$ cat config.mk
export PLATFORM = sky130hd
export DESIGN_NAME = pulse_cmd_seq
export DESIGN_NICKNAME = d
export VERILOG_FILES = /design/src/rtl/pseq_pkg.sv /design/src/rtl/pseq_decode.sv /design/src/rtl/pseq_timer.sv /design/src/rtl/pulse_cmd_seq.sv
export SDC_FILE = /design/constraint.sdc
export NUM_CORES = 1
export LEC_CHECK = 0
export BUFFER_PORTS_ARGS = -buffer_cell sky130_fd_sc_hd__buf_2
export CAP_MARGIN = 30
export CORE_MARGIN = 8
export CORE_UTILIZATION = 55
export CTS_CLUSTER_SIZE = 28
export DETAILED_ROUTE_END_ITERATION = 16
export GPL_TIMING_DRIVEN = 0
export PLACE_DENSITY = 0.76
export SKIP_LAST_GASP = 1
export SLEW_MARGIN = 15
export SYNTH_ARGS = -nofsm -noshare
export SYNTH_HDL_FRONTEND = slang
export SYNTH_SLANG_ARGS = --single-unit
$ cat constraint.sdc
create_clock -name clk -period 5.75 [get_ports clk]
set_input_delay 0.575 -clock clk [delete_from_list [all_inputs] [get_ports clk]]
set_output_delay 0.575 -clock clk [all_outputs]
set_load 0.02 [all_outputs]
$ cat src/rtl/pseq_pkg.sv
package pseq_pkg;
    localparam int OPC_W = 10;
    localparam int ARG_W = 54;
    localparam int WORD_W = OPC_W + ARG_W;

    localparam logic [OPC_W-1:0] OPC_SET_HI = OPC_W'(1);
    localparam logic [OPC_W-1:0] OPC_HOLD   = OPC_W'(2);
    localparam logic [OPC_W-1:0] OPC_SET_LO = OPC_W'(3);

    typedef struct packed {
        logic set_hi;
        logic set_lo;
        logic hold;
        logic bad;
    } op_class_t;

    typedef struct packed {
        logic line;
        logic err;
    } seq_state_t;
endpackage

$ cat src/rtl/pseq_decode.sv
module pseq_decode
    import pseq_pkg::*;
(
    input  logic [OPC_W-1:0] opc_i,
    output op_class_t        cls_o
);
    always_comb begin
        cls_o = '0;
        unique case (opc_i)
            OPC_SET_HI: cls_o.set_hi = 1'b1;
            OPC_SET_LO: cls_o.set_lo = 1'b1;
            OPC_HOLD:   cls_o.hold   = 1'b1;
            default:    cls_o.bad    = 1'b1;
        endcase
    end
endmodule

$ cat src/rtl/pseq_timer.sv
module pseq_timer #(
    parameter int ARG_W       = 54,
    parameter int CLKS_PER_US = 40
) (
    input  logic             clk,
    input  logic             rst_n,
    input  logic             load_i,
    input  logic [ARG_W-1:0] arg_i,
    output logic             busy_o
);
    localparam int MUL_W = $clog2(CLKS_PER_US + 1);
    localparam int CNT_W = ARG_W + MUL_W;

    typedef struct packed {
        logic [CNT_W-1:0] cnt;
    } tmr_t;

    tmr_t tmr_d, tmr_q;
    logic [CNT_W-1:0] span;

    always_comb begin
        span  = CNT_W'(arg_i) * CNT_W'(CLKS_PER_US);
        tmr_d = tmr_q;
        if (load_i) begin
            tmr_d.cnt = (span == '0) ? '0 : span - 1'b1;
        end else if (tmr_q.cnt != '0) begin
            tmr_d.cnt = tmr_q.cnt - 1'b1;
        end
    end

    always_ff @(posedge clk or negedge rst_n) begin
        if (!rst_n) tmr_q <= '0;
        else        tmr_q <= tmr_d;
    end

    assign busy_o = (tmr_q.cnt != '0);


    cnt_step_chk: assert property (@(posedge clk) disable iff (!rst_n)
        busy_o |=> tmr_q.cnt == $past(tmr_q.cnt) - 1'b1);


    load_idle_chk: assert property (@(posedge clk) disable iff (!rst_n)
        load_i |-> !busy_o);
endmodule

$ cat src/rtl/pulse_cmd_seq.sv
module pulse_cmd_seq
    import pseq_pkg::*;
#(
    parameter int CLKS_PER_US = 40
) (
    input  logic              clk,
    input  logic              rst_n,
    input  logic              run_en,
    input  logic              cmd_valid,
    input  logic [WORD_W-1:0] cmd_word,
    output logic              cmd_ready,
    output logic              pulse_out,
    output logic              busy,
    output logic              err_flag
);
    localparam bit MULTI_CYCLE_US = (CLKS_PER_US > 1);

    logic [OPC_W-1:0] opc;
    logic [ARG_W-1:0] arg;
    op_class_t        cls;
    logic             take;
    logic             tmr_busy;
    seq_state_t       st_d, st_q;

    assign opc = cmd_word[WORD_W-1 -: OPC_W];
    assign arg = cmd_word[ARG_W-1:0];

    pseq_decode u_dec (
        .opc_i (opc),
        .cls_o (cls)
    );

    assign cmd_ready = run_en && !tmr_busy;
    assign take      = cmd_valid && cmd_ready;

    pseq_timer #(
        .ARG_W       (ARG_W),
        .CLKS_PER_US (CLKS_PER_US)
    ) u_tmr (
        .clk    (clk),
        .rst_n  (rst_n),
        .load_i (take && cls.hold),
        .arg_i  (arg),
        .busy_o (tmr_busy)
    );

    always_comb begin
        st_d = st_q;
        if (take) begin
            if (cls.set_hi) st_d.line = 1'b1;
            if (cls.set_lo) st_d.line = 1'b0;
            if (cls.bad)    st_d.err  = 1'b1;
        end
    end

    always_ff @(posedge clk or negedge rst_n) begin
        if (!rst_n) st_q <= '0;
        else        st_q <= st_d;
    end

    assign pulse_out = st_q.line;
    assign err_flag  = st_q.err;
    assign busy      = tmr_busy;


    line_cause_chk: assert property (@(posedge clk) disable iff (!rst_n)
        !$stable(pulse_out) |-> $past(cmd_valid && cmd_ready));


    err_sticky_chk: assert property (@(posedge clk) disable iff (!rst_n)
        err_flag |=> err_flag);


    no_take_busy_chk: assert property (@(posedge clk) disable iff (!rst_n)
        busy |-> !cmd_ready);


    hold_keeps_line_chk: assert property (@(posedge clk) disable iff (!rst_n)
        busy |=> $stable(pulse_out));


    busy_after_hold_chk: assert property (@(posedge clk) disable iff (!rst_n)
        (take && cls.hold && arg != '0 && MULTI_CYCLE_US) |=> busy);
endmodule

## After elaboration in Yosys (flattened, before gate mapping)

Cells that the tools add are included.

| cells by class | value |
|---|---|
| div/mod/pow operators | 0 |
| equal/unequal tests | 3 |
| multiplexer cells | 8 |
| magnitude comparators | 0 |
| bitwise logic cells | 1 |
| shift operators | 0 |
| reductions and logical operators | 11 |
| multipliers | 1 |
| $add $sub $neg | 2 |

Operator list:

| operator | count |
|---|---|
| two-way mux 60 bit | 3 |
| subtractor 60 x 1 -> 60 bit, second input constant | 2 |
| zero test 60 bit | 1 |
| nonzero test 60 bit | 1 |
| multiplier 54 x 3 -> 57 bit, second input constant | 1 |
| == test 10 x 2 -> 1 bit, second input constant | 2 |
| == test 10 x 1 -> 1 bit, second input constant | 1 |
| two-way mux 1 bit | 5 |
| AND reduction 2 bit | 2 |
| nonzero test 2 bit | 2 |
| logical AND 1 bit | 3 |
| OR reduction 3 bit | 1 |
| zero test 1 bit | 1 |
| NOT 1 bit | 1 |

| storage, ports and cells | value |
|---|---|
| flip-flop bits (word level) | 62 |
| latch bits | 0 |
| memories | 0 |
| memory bits (writable) | 0 |
| memory bits (read-only) | 0 |
| word-level logic and storage cells | 29 |

## Logic depth before layout (Yosys ltp)

| depth | value |
|---|---|
| depth after elaboration | 6 |
| gate-level depth with buffers | 19 |
| depth with buffers taken out | 16 |

## By module

A second synthesis with hierarchy kept.

| unflattened totals | value |
|---|---|
| cell total of the unflattened synthesis | 1,174 |
| area, all modules | 9,536.6 µm² |

Modules (own cells, without submodules):

| module | cells an instance | sequential area each (µm²) | instances | area an instance (µm²) |
|---|---|---|---|---|
| pseq_timer | 1,157 | 1,501.4 | 1 | 9,370.2 |
| pulse_cmd_seq | 8 | 50.0 | 1 | 106.4 |
| pseq_decode | 9 | 0.0 | 1 | 60.1 |

## Least setup slack after synthesis

No wires, ideal clock.

| path | value |
|---|---|
| path kind | input to register |
| from | input port cmd_word[1] |
| to | register u_tmr.tmr_q[11] in the netlist's numbering |
| arrival | 4.600 ns |
| stages | 18 |
| path buffers | 2 |
| setup slack | 1.009 ns |
| required time | 5.609 ns |
| cells stage by stage | ha_1 -> ha_1 -> inv_1 -> fa_1 -> nor2b_1 -> o21a_1 -> or3_1 -> and2_1 -> or3_1 -> or3_1 -> nand3b_4 -> nor4_1 -> nand3_1 -> or3_1 -> o41ai_4 -> buf_6 -> buf_6 -> o22ai_2 |

| on the way | value |
|---|---|
| longest elaborated chain between the ends | 4 |
| elaborated cells between the ends (all ways) | 5 |
| those cells by class | 1 x add/sub; 1 x mul; 2 x mux; 1 x reduce/logical |

Ends and longest elaborated chain:

| element | RTL line | source |
|---|---|---|
| start, declared | pulse_cmd_seq.sv:10 | `input logic [WORD_W-1:0] cmd_word,` |
| multiplier 54 x 3 -> 57 bit * | pseq_timer.sv:22 | `span = CNT_W'(arg_i) * CNT_W'(CLKS_PER_US);` |
| subtractor 60 x 1 -> 60 bit / zero test 60 bit (equally long branches) | pseq_timer.sv:25 | `tmr_d.cnt = (span == '0) ? '0 : span - 1'b1;` |
| two-way mux 60 bit * | pseq_timer.sv:25 |  |
| two-way mux 60 bit * | pseq_timer.sv:24 | `if (load_i) begin` |
| end signal, assigned | pseq_timer.sv:33 | `else tmr_q <= tmr_d;` |
| end, declared | pseq_timer.sv:18 | `tmr_t tmr_d, tmr_q;` |

Mark *: on every way between the ends. The rest lies on a longest branch, timed or not.
A chain may end at the register's enable or synchronous reset.

## Worst setup path in the final report

| path | value |
|---|---|
| from | input port cmd_word[2] |
| to | register u_tmr.tmr_q[48] in the netlist's numbering |

Same word-level chain as after synthesis.

==> flow_summary.toml <==
[yosys]
syn_area_um2 = 8560
ys_top_cells_by_area = "dfrtp_1 (18%), ha_1 (15%), xnor2_1 (9.2%)"
yosysMostFrequentCell = "ha_1"
netlist-cell-type-count = 82
syn_area_per_cell_um2 = 7.89
ys_warn_count = 0
syn_inst = 1086
synth_area_leader_cell = "dfrtp_1"
synth_top_cell_area_share_pct = 18.1
synthArstFlopShare_pct = 100
synthesis.nets = 1261
synth_common_cells = "ha_1 (106), nand2_1 (97), nor2_1 (96)"
ys_ff_latch = 62
ys_seq_area_share_pct = 18.1
synth_edf_count = 0
synth_top_flop_cell = "dfrtp_1"

[floorplanning]
ios = 72
coreArea_um2 = 15200
rows = 45
initial_core_util_pct = 56.3
die-width_um = 141
die_y_um = 141
dieArea_um2 = 19800

[worst_setup_path]
worst_setup_path_end_kind = "flip-flop"
worstSetupEndpoint = "u_tmr.tmr_q[48]"
critical_path_class = "input port to flip-flop"
timing.critical_path.from = "cmd_word[2]"
crit_arrival_ns = 5.48
r2r_end = "u_tmr.tmr_q[10]"
rr_startpoint = "u_tmr.tmr_q[31]"
cp_slowest_cell = "or4_4"
critPathRequiredTime_ns = 5.95
crit_path_frequent_cell = "ha_1"
cp-start-kind = "input port"
cp_cell_sequence = "buf_2 > ha_1 > ha_1 > a211oi_1 > o21ai_0 > a22oi_1 > nand2_1 > xnor2_1 > or3b_2 > or4_4 > or3_1 > nor4_1 > or2b_1 > xor2_1 > o22ai_1"
max_stage_delay_ns = 0.54
cp_max_fo = 5
reg2reg_depth = 12
reg2reg_setup_slack_ns = 1.14

[drt]
via_per_inst = 6.24
vias = 8495
drc = 0
dr.pass1.iters = 5
routedWlPerCell_um = 16.5
drt-initial-drc-count = 681
ant_nets = 0
totalWireLength_mm = 22.4

[finish]
n_antenna_cell = 0
nets = 1344
finalInstanceArea_um2 = 9480
syn_to_final_growth_pct = 10.8
layout-drive-gt1-share_pct = 11.3

[global_routing]
overflow = 0
grt_util_all_layers_pct = 22.9
grt_pass1_wl_mm = 38.4
antenna_found_initial = 0
grt_pass1_vias = 8108
grt_start_max_net_pins = 63

[placed_design]
hpwlAfterDp_mm = 18.2
place_area_um2 = 9160
gp_congestion = 0.896
io_buffers = 71
place_worst_setup_slack_ns = 0.172

[clock_tree]
ctsResizeCount = 0
htree_levels = 3
ctsHoldBuffers = 0
clk_transition_reported_paths_ns = 0.05
cts_max_path_buffers = 2
cts_sinks = 62
root_buffer = "clkbuf_16"
cts_tree = "built"
cts_made_buffers = 9
cts_setup_buffers = 0
insertion_delay_ns = 0.34

[flow_run]
cap_violations = 0

[timing]
skew_ns = 0.00491
fin_ws_ns = 0.471
hold_violations = 0
setup_violations = 0
worstMarginPinSlew_ns = 0.860
final.period_utilization_pct = 91.8
rsz0062_at_grt = "no"
clock.fmax_mhz = 189
slew_headroom_pct = 42.1
slew_violations = 0
finalCriticalPeriod_ns = 5.28
setup_tns_ns = 0

[outcome]
status = "complete, no violations"

[pwr]
report.power.total_uw = 1910
cellLeakagePower_uw = 0.00355
power.density_nw_per_um2 = 201
vdd_drop_max_mv = 0.153

[min_path]
min_path_type = "input port to async pin"
==> power breakdown <==
| part | total (µW) | switching (µW) | internal, µW | leakage, µW |
|---|---|---|---|---|
| logic | 889 | 564 | 325 | 0.00283 |
| registers | 437 | 0 | 437 | 0.000564 |
| clock network | 583 | 184 | 398 | 0.000161 |
==> area by class of cell <==
class	count	area [µm²]
multi-input cells	963	6750
fillers	1385	5720
flip-flops and latches	62	1550
repair buffers	72	363
clock buffers	11	253
well taps	188	235
plain buffers	42	186
inverters	19	71.3
clock inverters	4	70.1
==> registers in the layout, summed over array words and instances (netlist names) <==
name         cells
err_flag         1
pulse_out        1
u_tmr.tmr_q     60
==> worst min-delay path by stage <==
stage | startpoint | end | slack [ns] | cells past startpoint
6_report | rst_n | u_tmr.tmr_q[10] | 0.31 | 1
5_1_grt | rst_n | u_tmr.tmr_q[7] | 0.39 | 1
3_5_place_dp | err_flag | err_flag | 0.45 | 1
2_1_floorplan | rst_n | err_flag | 0.28 | 0
4_1_cts | rst_n | u_tmr.tmr_q[6] | 0.35 | 1
3_3_place_gp | err_flag | err_flag | 0.45 | 1
==> routing by layer <==
layer	track usage [%]	wire length [µm]
met5	0	0
met4	6.11	318
met3	2.26	1130
met2	36.7	10000
met1	32.2	11000
==> logic make-up after synthesis <==
family          share of synthesized area (%)
simple gates                             24.4
compound gates                           23.8
xor+xnor                                 14.3
fa+ha+maj                                15.7
flops                                    18.1
buf+inv                                  3.01
mux                                     0.701
==> cell usage in the layout (no fill, tap or decap), drive strengths merged, types with 15 or more instances in the layout <==
cell type	count
nand2	97
a21o	16
a21oi	82
inv	19
or4	16
nand3	16
buf	84
nor2	96
xnor2	90
o21a	15
nand4	30
or3	20
xor2	50
o21ai	61
clkbuf	41
dfrtp	62
ha	106
o22ai	54
nor4	24
nor3	43
==> critical path, delay by kind of cell <==
family	cells	cell delay [ns]
fa+ha+maj	2	0.61
compound gates	4	1.32
buf+inv	1	0.11
simple gates	6	2.29
xor+xnor	2	0.57
==> stage by stage <==
step	util (%)	std cells	hold WS, ns
final	62.4	1361	0.306
after CTS	62.4	1360	0.346
after detailed placement	60.2	1345	0.448
after floorplan	-	1086	0.279
after global placement	60.2	1345	0.453
after global routing	62.4	1361	0.393
Power figures use the tool's default switching activity.
